**config.mk**
```make
export PLATFORM = sky130hd
export DESIGN_NAME = irq_entry_seq
export DESIGN_NICKNAME = d
export VERILOG_FILES = /design/src/rtl/irq_seq_pkg.sv /design/src/rtl/irq_pend_reg.sv /design/src/rtl/irq_prio_enc.sv /design/src/rtl/irq_save_regs.sv /design/src/rtl/irq_entry_seq.sv
export SDC_FILE = /design/constraint.sdc
export NUM_CORES = 1
export LEC_CHECK = 0
export CORE_MARGIN = 2
export CORE_UTILIZATION = 46
export DETAILED_ROUTE_END_ITERATION = 7
export PLACE_DENSITY = 0.86
export REMOVE_ABC_BUFFERS = 1
export SLEW_MARGIN = 20
export SYNTH_ARGS = -nofsm -noshare
export SYNTH_HDL_FRONTEND = slang
export SYNTH_SLANG_ARGS = --single-unit
```
**constraint.sdc**
```tcl
create_clock -name clk -period 3.9 [get_ports clk]
set_input_delay 0.585 -clock clk [delete_from_list [all_inputs] [get_ports clk]]
set_output_delay 0.585 -clock clk [all_outputs]
set_load 0.01 [all_outputs]
```
**src/rtl/irq_seq_pkg.sv**
```systemverilog
package irq_seq_pkg;
   typedef enum logic [1:0] {
      ST_IDLE = 2'd0,
      ST_SAVE = 2'd1,
      ST_VEC  = 2'd2
   } seq_state_t;

   localparam int VEC_SHIFT = 2;
endpackage

```
**src/rtl/irq_pend_reg.sv**
```systemverilog
module irq_pend_reg #(
   parameter int NUM_IRQ = 4
) (
   input  logic               clk,
   input  logic               rst_n,
   input  logic [NUM_IRQ-1:0] set_i,
   input  logic [NUM_IRQ-1:0] clr_i,
   output logic [NUM_IRQ-1:0] pend_o
);
   for (genvar i = 0; i < NUM_IRQ; i++) begin : g_line
      always_ff @(posedge clk) begin
         if (!rst_n)
            pend_o[i] <= 1'b0;
         else if (set_i[i])
            pend_o[i] <= 1'b1;
         else if (clr_i[i])
            pend_o[i] <= 1'b0;
      end
   end
endmodule

```
**src/rtl/irq_prio_enc.sv**
```systemverilog
module irq_prio_enc #(
   parameter int NUM_IRQ = 4,
   parameter int IW      = 2
) (
   input  logic [NUM_IRQ-1:0] req_i,
   output logic               any_o,
   output logic [IW-1:0]      idx_o,
   output logic [NUM_IRQ-1:0] grant_o
);
   for (genvar i = 0; i < NUM_IRQ; i++) begin : g_grant
      if (i == 0) begin : g_first
         assign grant_o[i] = req_i[0];
      end else begin : g_rest
         assign grant_o[i] = req_i[i] & ~(|req_i[i-1:0]);
      end
   end

   assign any_o = |req_i;

   always_comb begin
      idx_o = '0;
      for (int i = NUM_IRQ - 1; i >= 0; i--) begin
         if (req_i[i])
            idx_o = IW'(i);
      end
   end
endmodule

```
**src/rtl/irq_save_regs.sv**
```systemverilog
module irq_save_regs #(
   parameter int AW    = 16,
   parameter int PSW_W = 8
) (
   input  logic             clk,
   input  logic             rst_n,
   input  logic             cap_i,
   input  logic [AW-1:0]    pc_i,
   input  logic [PSW_W-1:0] psw_i,
   input  logic             base_we_i,
   input  logic [AW-1:0]    base_d_i,
   output logic [AW-1:0]    ipc_o,
   output logic [PSW_W-1:0] ipsw_o,
   output logic [AW-1:0]    base_o
);
   always_ff @(posedge clk) begin
      if (!rst_n) begin
         ipc_o  <= '0;
         ipsw_o <= '0;
      end else if (cap_i) begin
         ipc_o  <= pc_i;
         ipsw_o <= psw_i;
      end
   end

   always_ff @(posedge clk) begin
      if (!rst_n)
         base_o <= '0;
      else if (base_we_i)
         base_o <= base_d_i;
   end
endmodule

```
**src/rtl/irq_entry_seq.sv**
```systemverilog
module irq_entry_seq
   import irq_seq_pkg::*;
#(
   parameter int NUM_IRQ = 4,
   parameter int AW      = 16,
   parameter int PSW_W   = 8,
   parameter int SUP_BIT = 7,
   parameter int IE_BIT  = 6
) (
   input  logic               clk,
   input  logic               rst_n,
   input  logic [NUM_IRQ-1:0] irq_in,
   input  logic               instr_bnd,
   input  logic               rti,
   input  logic [AW-1:0]      pc_in,
   input  logic [PSW_W-1:0]   psw_in,
   input  logic               ivec_we,
   input  logic [AW-1:0]      ivec_wdata,
   input  logic [AW-1:0]      vec_rdata,
   output logic               busy,
   output logic               vec_rd,
   output logic [AW-1:0]      vec_addr,
   output logic               pc_load,
   output logic [AW-1:0]      new_pc,
   output logic               psw_load,
   output logic [PSW_W-1:0]   new_psw,
   output logic [AW-1:0]      ipc,
   output logic [PSW_W-1:0]   ipsw
);
   localparam int IW = (NUM_IRQ > 1) ? $clog2(NUM_IRQ) : 1;
   localparam logic [PSW_W-1:0] SUP_MASK = PSW_W'(1) << SUP_BIT;
   localparam logic [PSW_W-1:0] IE_MASK  = PSW_W'(1) << IE_BIT;

   if (NUM_IRQ < 1) begin : g_bad_n
      $error("NUM_IRQ must be at least 1");
   end
   if (SUP_BIT >= PSW_W || IE_BIT >= PSW_W || SUP_BIT == IE_BIT) begin : g_bad_bits
      $error("SUP_BIT and IE_BIT must be distinct bits of the status word");
   end
   if (AW <= IW + VEC_SHIFT) begin : g_bad_aw
      $error("AW too narrow for the vector table offset");
   end

   seq_state_t         st;
   logic               hold;
   logic [IW-1:0]      win_idx;
   logic [NUM_IRQ-1:0] pend;
   logic [NUM_IRQ-1:0] grant;
   logic [NUM_IRQ-1:0] clr_mask;
   logic               any_pend;
   logic [IW-1:0]      enc_idx;
   logic [AW-1:0]      ivec;
   logic               accept;
   logic [AW-1:0]      idx_ext;

   assign accept   = (st == ST_IDLE) && instr_bnd && !rti && psw_in[IE_BIT]
                     && !hold && any_pend;
   assign clr_mask = accept ? grant : '0;

   irq_pend_reg #(.NUM_IRQ(NUM_IRQ)) u_pend (
      .clk    (clk),
      .rst_n  (rst_n),
      .set_i  (irq_in),
      .clr_i  (clr_mask),
      .pend_o (pend)
   );

   irq_prio_enc #(.NUM_IRQ(NUM_IRQ), .IW(IW)) u_prio (
      .req_i   (pend),
      .any_o   (any_pend),
      .idx_o   (enc_idx),
      .grant_o (grant)
   );

   irq_save_regs #(.AW(AW), .PSW_W(PSW_W)) u_save (
      .clk       (clk),
      .rst_n     (rst_n),
      .cap_i     (accept),
      .pc_i      (pc_in),
      .psw_i     (psw_in),
      .base_we_i (ivec_we),
      .base_d_i  (ivec_wdata),
      .ipc_o     (ipc),
      .ipsw_o    (ipsw),
      .base_o    (ivec)
   );

   always_ff @(posedge clk) begin
      if (!rst_n) begin
         st       <= ST_IDLE;
         hold     <= 1'b0;
         win_idx  <= '0;
         pc_load  <= 1'b0;
         psw_load <= 1'b0;
         new_pc   <= '0;
         new_psw  <= '0;
      end else begin
         pc_load  <= 1'b0;
         psw_load <= 1'b0;
         case (st)
            ST_IDLE: begin
               if (rti) begin
                  new_pc   <= ipc;
                  new_psw  <= ipsw;
                  pc_load  <= 1'b1;
                  psw_load <= 1'b1;
                  hold     <= 1'b0;
               end else if (accept) begin
                  st      <= ST_SAVE;
                  hold    <= 1'b1;
                  win_idx <= enc_idx;
               end
            end
            ST_SAVE: begin
               new_psw  <= (ipsw | SUP_MASK) & ~IE_MASK;
               psw_load <= 1'b1;
               st       <= ST_VEC;
            end
            ST_VEC: begin
               new_pc  <= vec_rdata;
               pc_load <= 1'b1;
               st      <= ST_IDLE;
            end
            default: st <= ST_IDLE;
         endcase
      end
   end

   assign idx_ext  = {{(AW - IW){1'b0}}, win_idx};
   assign busy     = (st != ST_IDLE);
   assign vec_rd   = (st == ST_VEC);
   assign vec_addr = vec_rd ? (ivec + (idx_ext << VEC_SHIFT)) : '0;
endmodule

```
==> metrics.md <==
| Metric | Value |
|---|---|
| Register area share after synthesis | between 40 and 50% |
| Initial antenna violation count | 0 |
| Yosys top cell by area | dfxtp_1 |
| IO buf count | between 100 and 150 |
| Cts hold-fix bufs | 0 |
| Run status | finished, final reports clean |
| Ys Warns | 0 |
| Worst clock skew | 0.00626 ns |
| Layout area overhead | 50.0% |
| Sink Count | 75 |
| H-tree depth | 3 |
| FILL cells | a little over 500 |
| Cell count after synthesis | 369 |
| Worst skew pair latency | about 0.34 ns |
| # IOs | 133 |
| Grt total ovfl | 0 |
| Worst vdd ir | about 0.00020 V |
| CP Cell Sequence | ha_1 > fa_1 > and4_1 > nand2_1 > xor2_1 > nor2_1 > clkdlybuf4s50_1 |
| TritonCTS Buffers | 9 |
| Fin crit share | approximately three quarters |
| Via count | 2967 |
| DRT Wirelength | around 8100 µm |
| Hold Path Class | reg -> reg |
| Unrepaired setup endpoints after global routing | false |
| Synth Cell Area | 0.00312 mm² |
| Core area | 0.00646 mm² |
| Hold wc startpoint | new_pc[9] |
| Slew HR | roughly 38% |
| Setup tns final | 0 ns |
| GPL Wtd Cong | 0.894 |
| First-pass DRT Iterations | 4 |
| Clock power frac | 39.0% |
| Die span in x | between 80 and 90 µm |
| Syn_area_per_cell | around 8.4 µm² |
| Synth top cells by count | dfxtp_1 (75), nand2_1 (57), nor2_1 (44) |
| Lkg Pwr | around 1.7 nW |
| Crit Path Max Fanout | 4 |
| CP Data Required Time | 3.31 ns |
| Initial Util | 48.3% |
| PwrDens | between 300 and 400 mW/mm² |
| Vias per cell | roughly 5.2 |
| Max-capacitance violation count | 0 |
| Antenna diodes | 0 |
| Die Y | 86.3 µm |
| Seq pwr share | around 48% |
| Layout cell share with drive strength beyond 1 | under 10% |
| Comb pwr share | about an eighth |
| WP data arrival | between 2 and 2.5 ns |
| Post-route ant nets | 0 |
| Least-Margin Pin Slew | slightly above 0.9 ns |
| Initial drt markers | around 110 |
| Leading register cell type out of synthesis | dfxtp_1 |
| Reg-to-Reg Start | st[0] |
| Drt drc | 0 |
| Wire per inst | around 14 µm |
| #FFs+latches synth | 75 |
| Top cells by area, synth | dfxtp_1 (48%), nand2_1 (6.9%), mux2i_1 (5.5%) |
| Clock transition at the registers of the reported paths | 0.08 ns |
| CTS resizes | 0 |
| Final setup viols | 0 |
| Die area | about 0.0075 mm² |
| CTS tree | built |
| Sw Ratio | a little under a quarter |
| Overall Power | 1.71 mW |
| Top cell type's share of synthesized area | approximately half |
| P_sw | between 0.3 and 0.4 mW |
| Int Pwr | around 1.3 mW |
| Rows | 29 |
| DP HPWL | about 5800 µm |
| Worst setup SP type | register |
| Global-route wire length before repair | 12900 µm |
| Crit path max-delay cell type | clkdlybuf4s50_1 |
| Vias in the first global route | approximately 2.8k |
| Worst Setup SP | win_idx[0] |
| Gr usage total | between 20% and 30% |
| Final Hold Viols | 0 |
| Max Clock Freq | 335 MHz |
| Post-synth EDFFs | 0 |
| WS Path Type | reg -> out |
| Final min period | 2.98 ns |
| Setup crit end kind | output port |
| Crit path max-delay family | adder cells |
| Nets | about 560 |
| Root Buffer | clkbuf_8 |
| Max Transition Viols Final | 0 |
| Fraction of registers with async set/reset | 0% |
| Largest net degree at the start of global routing | 59 |
| WP buf/inv | 1 |
| Yosys cell types | 38 |
| Slowest stage delay, CP | approximately 0.47 ns |
| Top-count cell post-synth | dfxtp_1 |
| Post-CTS Setup Repair Bufs | 0 |
| Max Buffers Root-to-Sink | 2 |
power groups by stage:
stage | clock (mW) | combinational, mW | sequential (mW)
2_1_floorplan | 0 | 0.0731 | 0.845
3_3_place_gp | 0 | 0.211 | 0.841
3_5_place_dp | 0 | 0.216 | 0.843
4_1_cts | 0.679 | 0.218 | 0.825
5_1_grt | 0.709 | 0.236 | 0.830
6_report | 0.667 | 0.216 | 0.825
sequential cells by signal, summed over array words and instances (netlist names):
| register | cells |
|---|---|
| pc_load | 1 |
| u_pend.pend_o | 4 |
| u_save.ipc_o | 16 |
| new_psw | 8 |
| st | 2 |
| hold | 1 |
| win_idx | 2 |
| u_save.ipsw_o | 8 |
| u_save.base_o | 16 |
| new_pc | 16 |
| psw_load | 1 |
per-stage QoR:
stage	setup WS, ns	hold slack [ns]	cells	utilization [%]	instance area (µm²)
finish	0.916	0.454	573	72.4	4670
global route	0.746	0.477	573	72.4	4670
CTS	0.884	0.456	573	72.4	4670
detailed placement	1.26	0.446	557	68.8	4450
global placement	1.33	0.442	557	68.8	4450
floorplan	1.56	0.432	343	-	2990
final timing paths:
check	cells after the start	slack (ns)	end
worst max-delay path	7	0.92	vec_addr[8]
worst min-delay path	2	0.45	new_pc[9]
worst max register to register	6	2.10	new_pc[11]
worst min register to register	2	0.45	new_pc[9]
area by class of cell:
| cell class | instances | area [µm²] | share of cell area [%] |
|---|---|---|---|
| multi-input combinational | 263 | 1480 | 31.6 |
| timing repair buffer | 137 | 1350 | 29.0 |
| sequential | 75 | 1500 | 32.1 |
| inverter | 5 | 18.8 | 0.401 |
| clock inverter | 4 | 72.6 | 1.55 |
| tap | 77 | 96.3 | 2.06 |
| clock buffer | 12 | 155 | 3.32 |
metal layers:
metal	up-vias	part of all wire [%]	GRT usage (%)
met5	-	0	0
met3	9	8.6	8.00
li1	1507	-	-
met2	115	48	37.7
met1	1336	42	25.3
met4	0	0.98	5.68
placed cells by master, fill, tap and decap left out, types with 3 or more instances in the layout:
cell type / count
nor2_1: 44
mux2i_1: 17
and2_1: 5
a22oi_1: 11
a21oi_1: 23
dfxtp_1: 75
o21ai_0: 19
nand4_1: 3
nand2_1: 57
o21ai_1: 10
nor3_1: 9
clkdlybuf4s50_1: 131
buf_4: 5
nand3_1: 26
xnor2_1: 5
clkbuf_8: 11
o221ai_1: 4
xor2_1: 5
a31oi_1: 3
inv_1: 3
worst register-to-register path, delay by kind of cell, from the launching register on:
kind                   cells  cell delay, ns
DFF                        1            0.44
AOI/OAI and AO/OA          1            0.16
and+or+nand+nor            3            0.66
buffers and inverters      2            0.48
logic make-up after synthesis:
group | Yosys count | share of synthesized area (%)
multiplexers | 17 | 5.46
buffers and inverters | 31 | 4.62
AND/OR/NAND/NOR | 158 | 23.2
flip-flops | 75 | 48.2
adder cells (fa/ha/maj) | 3 | 1.45
XOR/XNOR | 10 | 2.81
AO/OA/AOI/OAI | 75 | 14.3
Power figures use the tool's default switching activity.
